File: src/rtl/tdma_pkg.sv
package tdma_pkg;
    // Descriptor bit positions (behavioural: software and engine agree on them)
    localparam int OWN_BIT   = 31;
    localparam int LAST_BIT  = 30;
    localparam int SETUP_BIT = 27;
    localparam int EOR_BIT   = 25;
    localparam int LEN_W     = 11;
    localparam int DESC_BYTES = 16;
    localparam int ENTRY_BYTES = 12;

    // Completion words written back to the status longword
    localparam logic [31:0] ST_FRAME_OK = 32'h0000_0000;
    localparam logic [31:0] ST_TABLE_OK = 32'h7FFF_FFFF;
    localparam logic [31:0] ST_FAULT    = 32'h0000_8000;

    // Register map
    localparam logic [1:0] RA_BASE = 2'd0;
    localparam logic [1:0] RA_POLL = 2'd1;
    localparam logic [1:0] RA_RUN  = 2'd2;

    typedef enum logic [2:0] {
        S_IDLE,
        S_RD_STS,
        S_RD_CTL,
        S_RD_BUF,
        S_RD_DATA,
        S_SEND,
        S_RD_TABLE,
        S_WR_STS
    } eng_state_t;

    typedef struct packed {
        logic             last;
        logic             table_load;
        logic             wrap;
        logic [LEN_W-1:0] len;
    } desc_ctl_t;

    function automatic logic [7:0] lane_byte(input logic [31:0] w, input logic [1:0] lane);
        return w[8*lane +: 8];
    endfunction
endpackage

File: src/rtl/tdma_regs.sv
module tdma_regs
    import tdma_pkg::*;
#(
    parameter int AW = 32
) (
    input  logic          clk,
    input  logic          rst,
    input  logic          reg_wr,
    input  logic [1:0]    reg_addr,
    input  logic [31:0]   reg_wdata,
    input  logic          poll_take,
    output logic [AW-1:0] ring_base,
    output logic          run,
    output logic          start_pulse,
    output logic          poll_pending
);
    logic unused_wdata;
    assign unused_wdata = ^reg_wdata;

    always_ff @(posedge clk) begin
        if (rst) begin
            ring_base    <= '0;
            run          <= 1'b0;
            start_pulse  <= 1'b0;
            poll_pending <= 1'b0;
        end else begin
            start_pulse <= 1'b0;
            if (poll_take) poll_pending <= 1'b0;
            if (reg_wr) begin
                case (reg_addr)
                    RA_BASE: ring_base <= reg_wdata[AW-1:0];
                    RA_POLL: if (reg_wdata[0] && run) poll_pending <= 1'b1;
                    RA_RUN: begin
                        run <= reg_wdata[0];
                        if (reg_wdata[0] && !run) start_pulse <= 1'b1;
                        if (!reg_wdata[0]) poll_pending <= 1'b0;
                    end
                    default: ;
                endcase
            end
        end
    end

    // a poll while stopped leaves nothing pending
    p_poll_ignored_r2: assert property (@(posedge clk) disable iff (rst)
        (reg_wr && reg_addr == RA_POLL && !run) |=> !poll_pending);
endmodule

File: src/rtl/tdma_filter.sv
module tdma_filter #(
    parameter  int N_ENT = 16,
    localparam int EW    = (N_ENT > 1) ? $clog2(N_ENT) : 1
) (
    input  logic          clk,
    input  logic          rst,
    input  logic          ld_en,
    input  logic [EW-1:0] ld_entry,
    input  logic [1:0]    ld_part,
    input  logic [15:0]   ld_half,
    input  logic [47:0]   flt_addr,
    output logic          flt_match
);
    logic [47:0]      tbl [N_ENT];
    logic [N_ENT-1:0] vld;
    logic [N_ENT-1:0] hit;

    always_ff @(posedge clk) begin
        if (rst) begin
            vld <= '0;
        end else if (ld_en) begin
            case (ld_part)
                2'd0: tbl[ld_entry][15:0]  <= ld_half;
                2'd1: tbl[ld_entry][31:16] <= ld_half;
                2'd2: begin
                    tbl[ld_entry][47:32] <= ld_half;
                    vld[ld_entry]        <= 1'b1;
                end
                default: ;
            endcase
        end
    end

    for (genvar i = 0; i < N_ENT; i++) begin : g_cmp
        assign hit[i] = vld[i] && (tbl[i] == flt_addr);
    end

    assign flt_match = |hit;

    // each entry is loaded in exactly three halves
    p_ld_part_r9: assert property (@(posedge clk) disable iff (rst)
        ld_en |-> (ld_part != 2'd3));
endmodule

File: src/rtl/tdma_engine.sv
module tdma_engine
    import tdma_pkg::*;
#(
    parameter  int AW    = 32,
    parameter  int N_ENT = 16,
    localparam int EW    = (N_ENT > 1) ? $clog2(N_ENT) : 1
) (
    input  logic          clk,
    input  logic          rst,
    input  logic          run,
    input  logic          start_pulse,
    input  logic          poll_pending,
    input  logic [AW-1:0] ring_base,
    output logic          poll_take,
    output logic          mem_req,
    output logic          mem_we,
    output logic [AW-1:0] mem_addr,
    output logic [31:0]   mem_wdata,
    input  logic          mem_ack,
    input  logic [31:0]   mem_rdata,
    output logic          tx_valid,
    output logic [7:0]    tx_data,
    output logic          tx_last,
    input  logic          tx_ready,
    output logic          ld_en,
    output logic [EW-1:0] ld_entry,
    output logic [1:0]    ld_part,
    output logic [15:0]   ld_half
);
    localparam logic [LEN_W-1:0] TABLE_LEN = LEN_W'(N_ENT * ENTRY_BYTES);
    localparam logic [AW-1:0]    STRIDE    = AW'(DESC_BYTES);
    localparam logic [EW-1:0]    LAST_ENT  = EW'(N_ENT - 1);

    eng_state_t        state;
    logic [AW-1:0]     cur;
    logic [AW-1:0]     rd_ptr;
    desc_ctl_t         ctl;
    logic [31:0]       word_buf;
    logic [LEN_W-1:0]  bytes_left;
    logic [1:0]        lane;
    logic [31:0]       stat_r;
    logic [EW-1:0]     ent;
    logic [1:0]        part;

    assign poll_take = (state == S_IDLE) && run && poll_pending;

    always_ff @(posedge clk) begin
        if (rst) begin
            state      <= S_IDLE;
            cur        <= '0;
            rd_ptr     <= '0;
            ctl        <= '0;
            word_buf   <= '0;
            bytes_left <= '0;
            lane       <= '0;
            stat_r     <= '0;
            ent        <= '0;
            part       <= '0;
        end else begin
            case (state)
                S_IDLE: begin
                    if (start_pulse) cur <= ring_base;
                    if (poll_take) state <= S_RD_STS;
                end
                S_RD_STS: if (mem_ack) begin
                    state <= mem_rdata[OWN_BIT] ? S_RD_CTL : S_IDLE;
                end
                S_RD_CTL: if (mem_ack) begin
                    ctl <= '{last:       mem_rdata[LAST_BIT],
                             table_load: mem_rdata[SETUP_BIT],
                             wrap:       mem_rdata[EOR_BIT],
                             len:        mem_rdata[LEN_W-1:0]};
                    state <= S_RD_BUF;
                end
                S_RD_BUF: if (mem_ack) begin
                    rd_ptr     <= {mem_rdata[AW-1:2], 2'b00};
                    ent        <= '0;
                    part       <= '0;
                    lane       <= '0;
                    bytes_left <= ctl.len;
                    if (ctl.table_load) begin
                        if (ctl.len == TABLE_LEN) begin
                            state <= S_RD_TABLE;
                        end else begin
                            stat_r <= ST_FAULT;
                            state  <= S_WR_STS;
                        end
                    end else if (ctl.len == '0) begin
                        stat_r <= ST_FAULT;
                        state  <= S_WR_STS;
                    end else begin
                        state <= S_RD_DATA;
                    end
                end
                S_RD_DATA: if (mem_ack) begin
                    word_buf <= mem_rdata;
                    rd_ptr   <= rd_ptr + AW'(4);
                    state    <= S_SEND;
                end
                S_SEND: if (tx_ready) begin
                    bytes_left <= bytes_left - LEN_W'(1);
                    lane       <= lane + 2'd1;
                    if (bytes_left == LEN_W'(1)) begin
                        stat_r <= ST_FRAME_OK;
                        state  <= S_WR_STS;
                    end else if (lane == 2'd3) begin
                        state <= S_RD_DATA;
                    end
                end
                S_RD_TABLE: if (mem_ack) begin
                    rd_ptr <= rd_ptr + AW'(4);
                    if (part == 2'd2) begin
                        part <= 2'd0;
                        ent  <= ent + EW'(1);
                        if (ent == LAST_ENT) begin
                            stat_r <= ST_TABLE_OK;
                            state  <= S_WR_STS;
                        end
                    end else begin
                        part <= part + 2'd1;
                    end
                end
                S_WR_STS: if (mem_ack) begin
                    cur   <= ctl.wrap ? ring_base : cur + STRIDE;
                    state <= S_RD_STS;
                end
                default: state <= S_IDLE;
            endcase
        end
    end

    always_comb begin
        mem_req   = 1'b0;
        mem_we    = 1'b0;
        mem_addr  = cur;
        mem_wdata = stat_r;
        case (state)
            S_RD_STS:   mem_req = 1'b1;
            S_RD_CTL: begin
                mem_req  = 1'b1;
                mem_addr = cur + AW'(4);
            end
            S_RD_BUF: begin
                mem_req  = 1'b1;
                mem_addr = cur + AW'(8);
            end
            S_RD_DATA, S_RD_TABLE: begin
                mem_req  = 1'b1;
                mem_addr = rd_ptr;
            end
            S_WR_STS: begin
                mem_req = 1'b1;
                mem_we  = 1'b1;
            end
            default: ;
        endcase
    end

    assign tx_valid = (state == S_SEND);
    assign tx_data  = lane_byte(word_buf, lane);
    assign tx_last  = (state == S_SEND) && ctl.last && (bytes_left == LEN_W'(1));

    assign ld_en    = (state == S_RD_TABLE) && mem_ack;
    assign ld_entry = ent;
    assign ld_part  = part;
    assign ld_half  = mem_rdata[15:0];

    // memory request held until acknowledged
    p_req_hold_r11: assert property (@(posedge clk) disable iff (rst)
        (mem_req && !mem_ack) |=> (mem_req && $stable(mem_addr) && $stable(mem_we)));

    // byte held while the MAC stalls
    p_tx_hold_r11: assert property (@(posedge clk) disable iff (rst)
        (tx_valid && !tx_ready) |=> (tx_valid && $stable(tx_data) && $stable(tx_last)));

    // every write-back releases ownership
    p_own_clear_r6: assert property (@(posedge clk) disable iff (rst)
        (mem_req && mem_we) |-> !mem_wdata[OWN_BIT]);

    // an unowned descriptor ends the scan
    p_unowned_stop_r3: assert property (@(posedge clk) disable iff (rst)
        (state == S_RD_STS && mem_ack && !mem_rdata[OWN_BIT]) |=> !mem_req);

    // wrap flag sends the next status read to the ring base
    p_wrap_r7: assert property (@(posedge clk) disable iff (rst)
        (state == S_WR_STS && mem_ack && ctl.wrap) |=> (mem_req && mem_addr == ring_base));
endmodule

File: src/rtl/txdesc_dma.sv
module txdesc_dma
    import tdma_pkg::*;
#(
    parameter int AW    = 32,
    parameter int N_ENT = 16
) (
    input  logic          clk,
    input  logic          rst,
    input  logic          reg_wr,
    input  logic [1:0]    reg_addr,
    input  logic [31:0]   reg_wdata,
    output logic          mem_req,
    output logic          mem_we,
    output logic [AW-1:0] mem_addr,
    output logic [31:0]   mem_wdata,
    input  logic          mem_ack,
    input  logic [31:0]   mem_rdata,
    output logic          tx_valid,
    output logic [7:0]    tx_data,
    output logic          tx_last,
    input  logic          tx_ready,
    input  logic [47:0]   flt_addr,
    output logic          flt_match
);
    localparam int EW = (N_ENT > 1) ? $clog2(N_ENT) : 1;

    logic [AW-1:0] ring_base;
    logic          run;
    logic          start_pulse;
    logic          poll_pending;
    logic          poll_take;
    logic          ld_en;
    logic [EW-1:0] ld_entry;
    logic [1:0]    ld_part;
    logic [15:0]   ld_half;

    tdma_regs #(.AW(AW)) u_regs (
        .clk          (clk),
        .rst          (rst),
        .reg_wr       (reg_wr),
        .reg_addr     (reg_addr),
        .reg_wdata    (reg_wdata),
        .poll_take    (poll_take),
        .ring_base    (ring_base),
        .run          (run),
        .start_pulse  (start_pulse),
        .poll_pending (poll_pending)
    );

    tdma_engine #(.AW(AW), .N_ENT(N_ENT)) u_engine (
        .clk          (clk),
        .rst          (rst),
        .run          (run),
        .start_pulse  (start_pulse),
        .poll_pending (poll_pending),
        .ring_base    (ring_base),
        .poll_take    (poll_take),
        .mem_req      (mem_req),
        .mem_we       (mem_we),
        .mem_addr     (mem_addr),
        .mem_wdata    (mem_wdata),
        .mem_ack      (mem_ack),
        .mem_rdata    (mem_rdata),
        .tx_valid     (tx_valid),
        .tx_data      (tx_data),
        .tx_last      (tx_last),
        .tx_ready     (tx_ready),
        .ld_en        (ld_en),
        .ld_entry     (ld_entry),
        .ld_part      (ld_part),
        .ld_half      (ld_half)
    );

    tdma_filter #(.N_ENT(N_ENT)) u_filter (
        .clk       (clk),
        .rst       (rst),
        .ld_en     (ld_en),
        .ld_entry  (ld_entry),
        .ld_part   (ld_part),
        .ld_half   (ld_half),
        .flt_addr  (flt_addr),
        .flt_match (flt_match)
    );
endmodule

File: config.mk
export PLATFORM = sky130hd
export DESIGN_NAME = txdesc_dma
export DESIGN_NICKNAME = d
export VERILOG_FILES = /design/src/rtl/tdma_pkg.sv /design/src/rtl/tdma_regs.sv /design/src/rtl/tdma_filter.sv /design/src/rtl/tdma_engine.sv /design/src/rtl/txdesc_dma.sv
export SDC_FILE = /design/constraint.sdc
export NUM_CORES = 2
export LEC_CHECK = 0
export BUFFER_PORTS_ARGS = -buffer_cell sky130_fd_sc_hd__buf_2
export CAP_MARGIN = 0
export CORE_MARGIN = 2
export CORE_UTILIZATION = 45
export DETAILED_ROUTE_END_ITERATION = 12
export PLACE_DENSITY = 0.72
export SLEW_MARGIN = 20
export SYNTH_ARGS = -nofsm -noshare
export SYNTH_HDL_FRONTEND = slang
export SYNTH_HIERARCHICAL = 1
export SYNTH_SLANG_ARGS = --single-unit
File: constraint.sdc
create_clock -name clk -period 5.27 [get_ports clk]
set_input_delay 0.527 -clock clk [delete_from_list [all_inputs] [get_ports clk]]
set_output_delay 0.527 -clock clk [all_outputs]
set_load 0.03 [all_outputs]
; Word-level counts from Yosys, hierarchy flattened
; Memories as Yosys holds them, arrays and structs flattened.
; Cells that the tools add are included.
[classes]
multipliers = 0
muxes = 70
eq_ne = 47
n_reduce_logical = 50
n_lt_le_gt_ge = 2
bitwise = 3
n_addsub = 8
shift = 1
div = 0
[ops]
columns = op, n
row1 = $eq A48 B48 Y1, 16
row2 = $mux W32, 14
row3 = $pmux W32 S3, 2
row4 = $pmux W32 S2, 2
row5 = $add A32 B3 Y32 const B, 2
row6 = $mux W3, 13
row7 = $add A32 B4 Y32 const B, 1
row8 = $add A32 B5 Y32 const B, 1
row9 = $shiftx A32 B6 Y8, 1
row10 = $logic_and A1 B1 Y1, 24
row11 = $pmux W3 S8, 1
row12 = $mux W11, 2
row13 = $pmux W11 S2, 1
row14 = $mux W1, 21
row15 = $ne A2 B2 Y1 const B, 8
row16 = $or A16 B16 Y16, 1
row17 = $reduce_or A16 Y1, 1
row18 = $eq A3 B3 Y1 const B, 4
row19 = $mux W2, 6
row20 = $mux W4, 3
row21 = $reduce_and A3 Y1, 4
row22 = $eq A11 B1 Y1 const B, 1
row23 = $eq A11 B8 Y1 const B, 1
row24 = $logic_not A11 Y1, 1
row25 = other kinds (30), 50
[totals]
input_bits = 119
mem_bits_ro = 0
wordCells = 200
latchBits = 0
ram_bits = 768
output_inout_bits = 77
n_memories = 1
reg_bits = 215
[mem_list]
columns = name, words, word_bits, rd, rd_clocked_by_memory_dff, write_ports, line_no
row1 = u_filter.tbl, 16, 48, 16, 0, 1, tdma_filter.sv:14  ; logic [47:0] tbl [N_ENT];

; Longest topological paths before layout
[logic_depth]
ltp_word = 7
depth_mapped = 10
ltp_nobuf = 7

; Hierarchy
; The synthesis kept the hierarchy.
[by_module_without_submodules]
columns = module, instances, cells_each, area_per_inst_um2, seq_area_each_um2
row1 = tdma_filter, 1, 2082, 33066.7, 23382.4
row2 = tdma_engine, 1, 1249, 8891.0, 2642.5
row3 = tdma_regs, 1, 161, 1370.1, 700.7

; Worst setup path before layout
; No wires, ideal clock.
[synth_timing]
path_type = reg-to-output
from = reg u_engine.cur[4]
to = out mem_addr[24]
required_ns = 4.743
path_buffers = 0
path_stages_with_launch = 6
path_slack_ns = 1.868
arrival_ns = 2.875
path_cell_list = dfxtp_1 ha_1 nand3_1 nor4_1 nand2_1 o311ai_0
[synth_via]
elab_chain_len = 2
word_cells_on_any_way = 3
classes_between = 2 x add/sub / 1 x mux
[synth_lines]
columns = item, line_no
row1 = start: declaration, tdma_engine.sv:35  ; logic [AW-1:0] cur;
row2 = start signal: assignment, tdma_engine.sv:62  ; if (start_pulse) cur <= ring_base;
row3 = start signal: assignment, tdma_engine.sv:124  ; cur <= ctl.wrap ? ring_base : cur + STRIDE;
row4 = $add A32 B4 Y32 or $add A32 B3 Y32 (tied branches), "tdma_engine.sv:145, tdma_engine.sv:141"
row5 = $pmux W32 S3 (*), tdma_engine.sv:137  ; case (state)
row6 = end: declaration, txdesc_dma.sv:14  ; output logic [AW-1:0] mem_addr,
; Every way passes the cells marked *; elsewhere a longest branch is shown, timed or not.

; Final worst setup path
[layout_timing]
from = reg u_engine.cur[5]
to = out mem_addr[28]
; The elaborated chain is that of the path after synthesis.

==> results.toml <==
[global_route]
first_global_vias = 29055
grt.total_usage_pct = 28.8
grt_antenna_before_repair = 4
grt_max_degree = 91
grt_pass1_wl_um = 205000
overflow = 0

[setup_path]
cp.arrival_ns = 3.65
r2r-start = "u_engine/state[2]$_SDFFE_PP0P_"
cpLargestDelayFamily = "simple AND/OR/NAND/NOR gates"
cp_num_buf_inv = 2
startpoint_type = "flip-flop"
crit_slowest_cell = "nor3_1"
max_stage_delay_ns = 0.62
critPathMaxFanout = 10
worstPathRequired_ns = 4.74
critPathLaunch = "u_engine/cur[5]$_SDFFE_PP0P_"
path_common_cell = "nand3_1"
critPathKind = "reg2out"
worstPathCellList = "ha_1, nand3_1, nor3_1, buf_4, nand3_1, xnor2_1, a211o_1, buf_2"
end_kind = "primary output"

[sta]
max_freq_ghz = 0.240
setup_violations = 0
rsz0062_at_grt = "no"
tightest_slew_ns = 1.13
finClkSkew_ns = 0.0502
post-route-period-util_pct = 79.2
slew_violations = 0
period_minus_slack_ns = 4.17
hold_viol = 0
fin_tns_setup_ns = 0
slew_headroom_pct = 24.9

[run_status]
status = "finished clean"

[pwr]
p_int_mw = 12.2
power.share.combinational_pct = 6.0
p_clk_share_pct = 43.2
p_leak_nw = 15.6
sw_frac_of_total_pct = 23.3
power_frac_seq_pct = 50.9
max-vdd-ir-drop_mv = 0.266
power_density_nw_per_um2 = 329
p_sw_mw = 3.72

[cells_and_area]
area_growth_pct = 12.1
regArea_um2 = 26700
num_antenna_cells = 0
num-fill-cells = 8077
drive_gt1_share_pct = 13.9
multiInputGateArea_um2 = 14800
instances_no_fill = 4999
nets = 3782

[floorplanning]
die-area_um2 = 98800
rows = 113
die_w_um = 314
ioPinCount = 196
die_y_um = 314
initial_core_util_pct = 45.5
core_area_um2 = 95200

[logic_synthesis]
synth_top_area_cell = "edfxtp_1"
synth_fp_nets = 3622
synth_enable_flop_cells = 768
synth_top_area_share_pct = 53.2
ys_top_cells_by_count = "edfxtp_1 (768), xnor2_1 (466), nand2_1 (301)"
yosysWarnings = 6
syn_area_um2 = 43300
synth.most_common_cell = "edfxtp_1"
async_flop_share_pct = 0
synth_cells = 3492
syn_area_per_cell_um2 = 12.4
ys.flop_type = "edfxtp_1"
synth-seq-cells = 951
synth_area_leaders = "edfxtp_1 (53%), xnor2_1 (9.4%), dfxtp_1 (8.5%), xor2_1 (5.1%), nand2_1 (2.6%)"
synth_cell_types = 82
synth_seq_area_share_pct = 61.7

[worst_hold_path]
min_from = "reg_wdata[1]"
hold_path_class = "in2reg"

[routing]
antenna_left = 0
dr.pass1.iters = 8
avgViaCountPerCell = 6.17
via_count = 30823
initialDrtViolationCount = 4926
wl_per_cell_um = 29.0
drt-total-wl_um = 145000
route.detailed.drc = 0

[place]
io_buffers = 194
dpl.hpwl_um = 87400
gp_congestion = 0.960
dp_cells = 4818

[clock_tree]
htree_levels = 3
ctsHoldBuffers = 0
cts_buffer_depth = 3
path_clk_slew_ns = 0.06
clock_latency_ns = 0.71
cts_tree = "done"
clockRootBuffer = "clkbuf_16"
ctsResizeCount = 0
cts_sinks = 951
post-cts-setup-buffers = 0
cts_buffers = 97

[run]
max-cap-violations = 0
==> cells in the final DEF, fill, tap and decap left out, types with 43 or more instances in the layout <==
cell,count
buf_2,192
nor2_1,145
clkbuf_16,97
nand4_1,157
o21ai_0,76
dfxtp_1,183
edfxtp_1,768
nor3_1,59
xnor2_1,466
buf_4,132
nand3_1,69
nand2_1,300
o22ai_1,43
nor4_1,105
a21oi_1,141
xor2_1,254
inv_1,83
==> metrics by stage <==
step	cell area (um^2)	utilization [%]	setup WS, ns	power [mW]	hold WS (ns)
after detailed placement	45400	47.7	1.32	9.21	0.446
after global placement	45400	47.7	1.34	9.20	0.438
after floorplan	43300	-	1.87	8.80	0.432
after CTS	48600	51.1	1.18	16.0	0.0807
final	48600	51.1	1.10	16.0	0.111
after global routing	48600	51.1	0.963	16.3	0.0859
==> metal layers <==
| metal | up-vias | GRT usage (%) | wire length (um) | share of wire (%) |
|---|---|---|---|---|
| met4 | 4 | 12.8 | 7170 | 4.9 |
| met5 | - | 0 | 22 | 0.015 |
| met2 | 2265 | 47.3 | 68700 | 47 |
| met1 | 15137 | 37.5 | 52500 | 36 |
| met3 | 399 | 5.26 | 16800 | 12 |
| li1 | 13018 | - | - | - |
==> power by group through the flow <==
| stage | Sequential (mW) | Combinational (mW) | Clock, mW |
|---|---|---|---|
| after floorplan | 8.27 | 0.524 | 0 |
| after global placement | 8.28 | 0.922 | 0 |
| after detailed placement | 8.28 | 0.932 | 0 |
| after CTS | 8.12 | 0.937 | 6.93 |
| after global routing | 8.12 | 0.980 | 7.25 |
| final | 8.12 | 0.957 | 6.89 |
==> worst register-to-register path, cell delays in order, from the launching register on <==
cell	delay, ns
dfxtp_1	0.60
and3b_1	0.42
nand2_1	0.14
inv_1	0.08
nand2b_1	0.07
or3_1	0.51
buf_4	0.31
nor2_1	0.63
buf_4	0.33
==> logic make-up (layout without fill, tap and decap cells) <==
group                    after synthesis  count (layout)  synth area share (%)
flip-flops                           951             951                  61.7
AO/OA/AOI/OAI                        499             499                  7.65
buffers and inverters                350             592                  4.28
adder cells (fa/ha/maj)               11              11                 0.318
AND/OR/NAND/NOR                      939             939                  10.8
other                                  1               1               0.00865
multiplexers                          21              21                 0.728
XOR/XNOR                             720             720                  14.6
==> path summary, 6_finish.rpt <==
path,end,slack (ns),cells after the start
min reg2reg,u_engine/word_buf[12]$_SDFFE_PP0P_,0.45,2
min,u_regs/ring_base[1]$_SDFFE_PP0P_,0.11,3
max reg2reg,u_filter/tbl[3][0]$_DFFE_PP_,1.89,8
max,mem_addr[28],1.10,8
==> flip-flops by register name, summed over array words and instances, names as in the netlist, 3 cells and up <==
signal               flops
u_engine/bytes_left     11
u_engine/ctl            14
u_engine/cur            32
u_engine/ld_entry        4
u_engine/rd_ptr         30
u_engine/state           3
u_engine/word_buf       32
u_filter/tbl           768
u_filter/vld            16
u_regs/ring_base        32
==> layout make-up <==
class / instances / share of cell area, %
Clock buffer: 118 / 5.24
Clock inverter: 63 / 1.36
Inverter: 86 / 0.664
Multi-Input combinational cell: 2191 / 30.4
Sequential cell: 951 / 55.0
Tap cell: 1265 / 3.26
Timing Repair Buffer: 325 / 4.04
No activity file was read; power rests on OpenSTA's default activity.
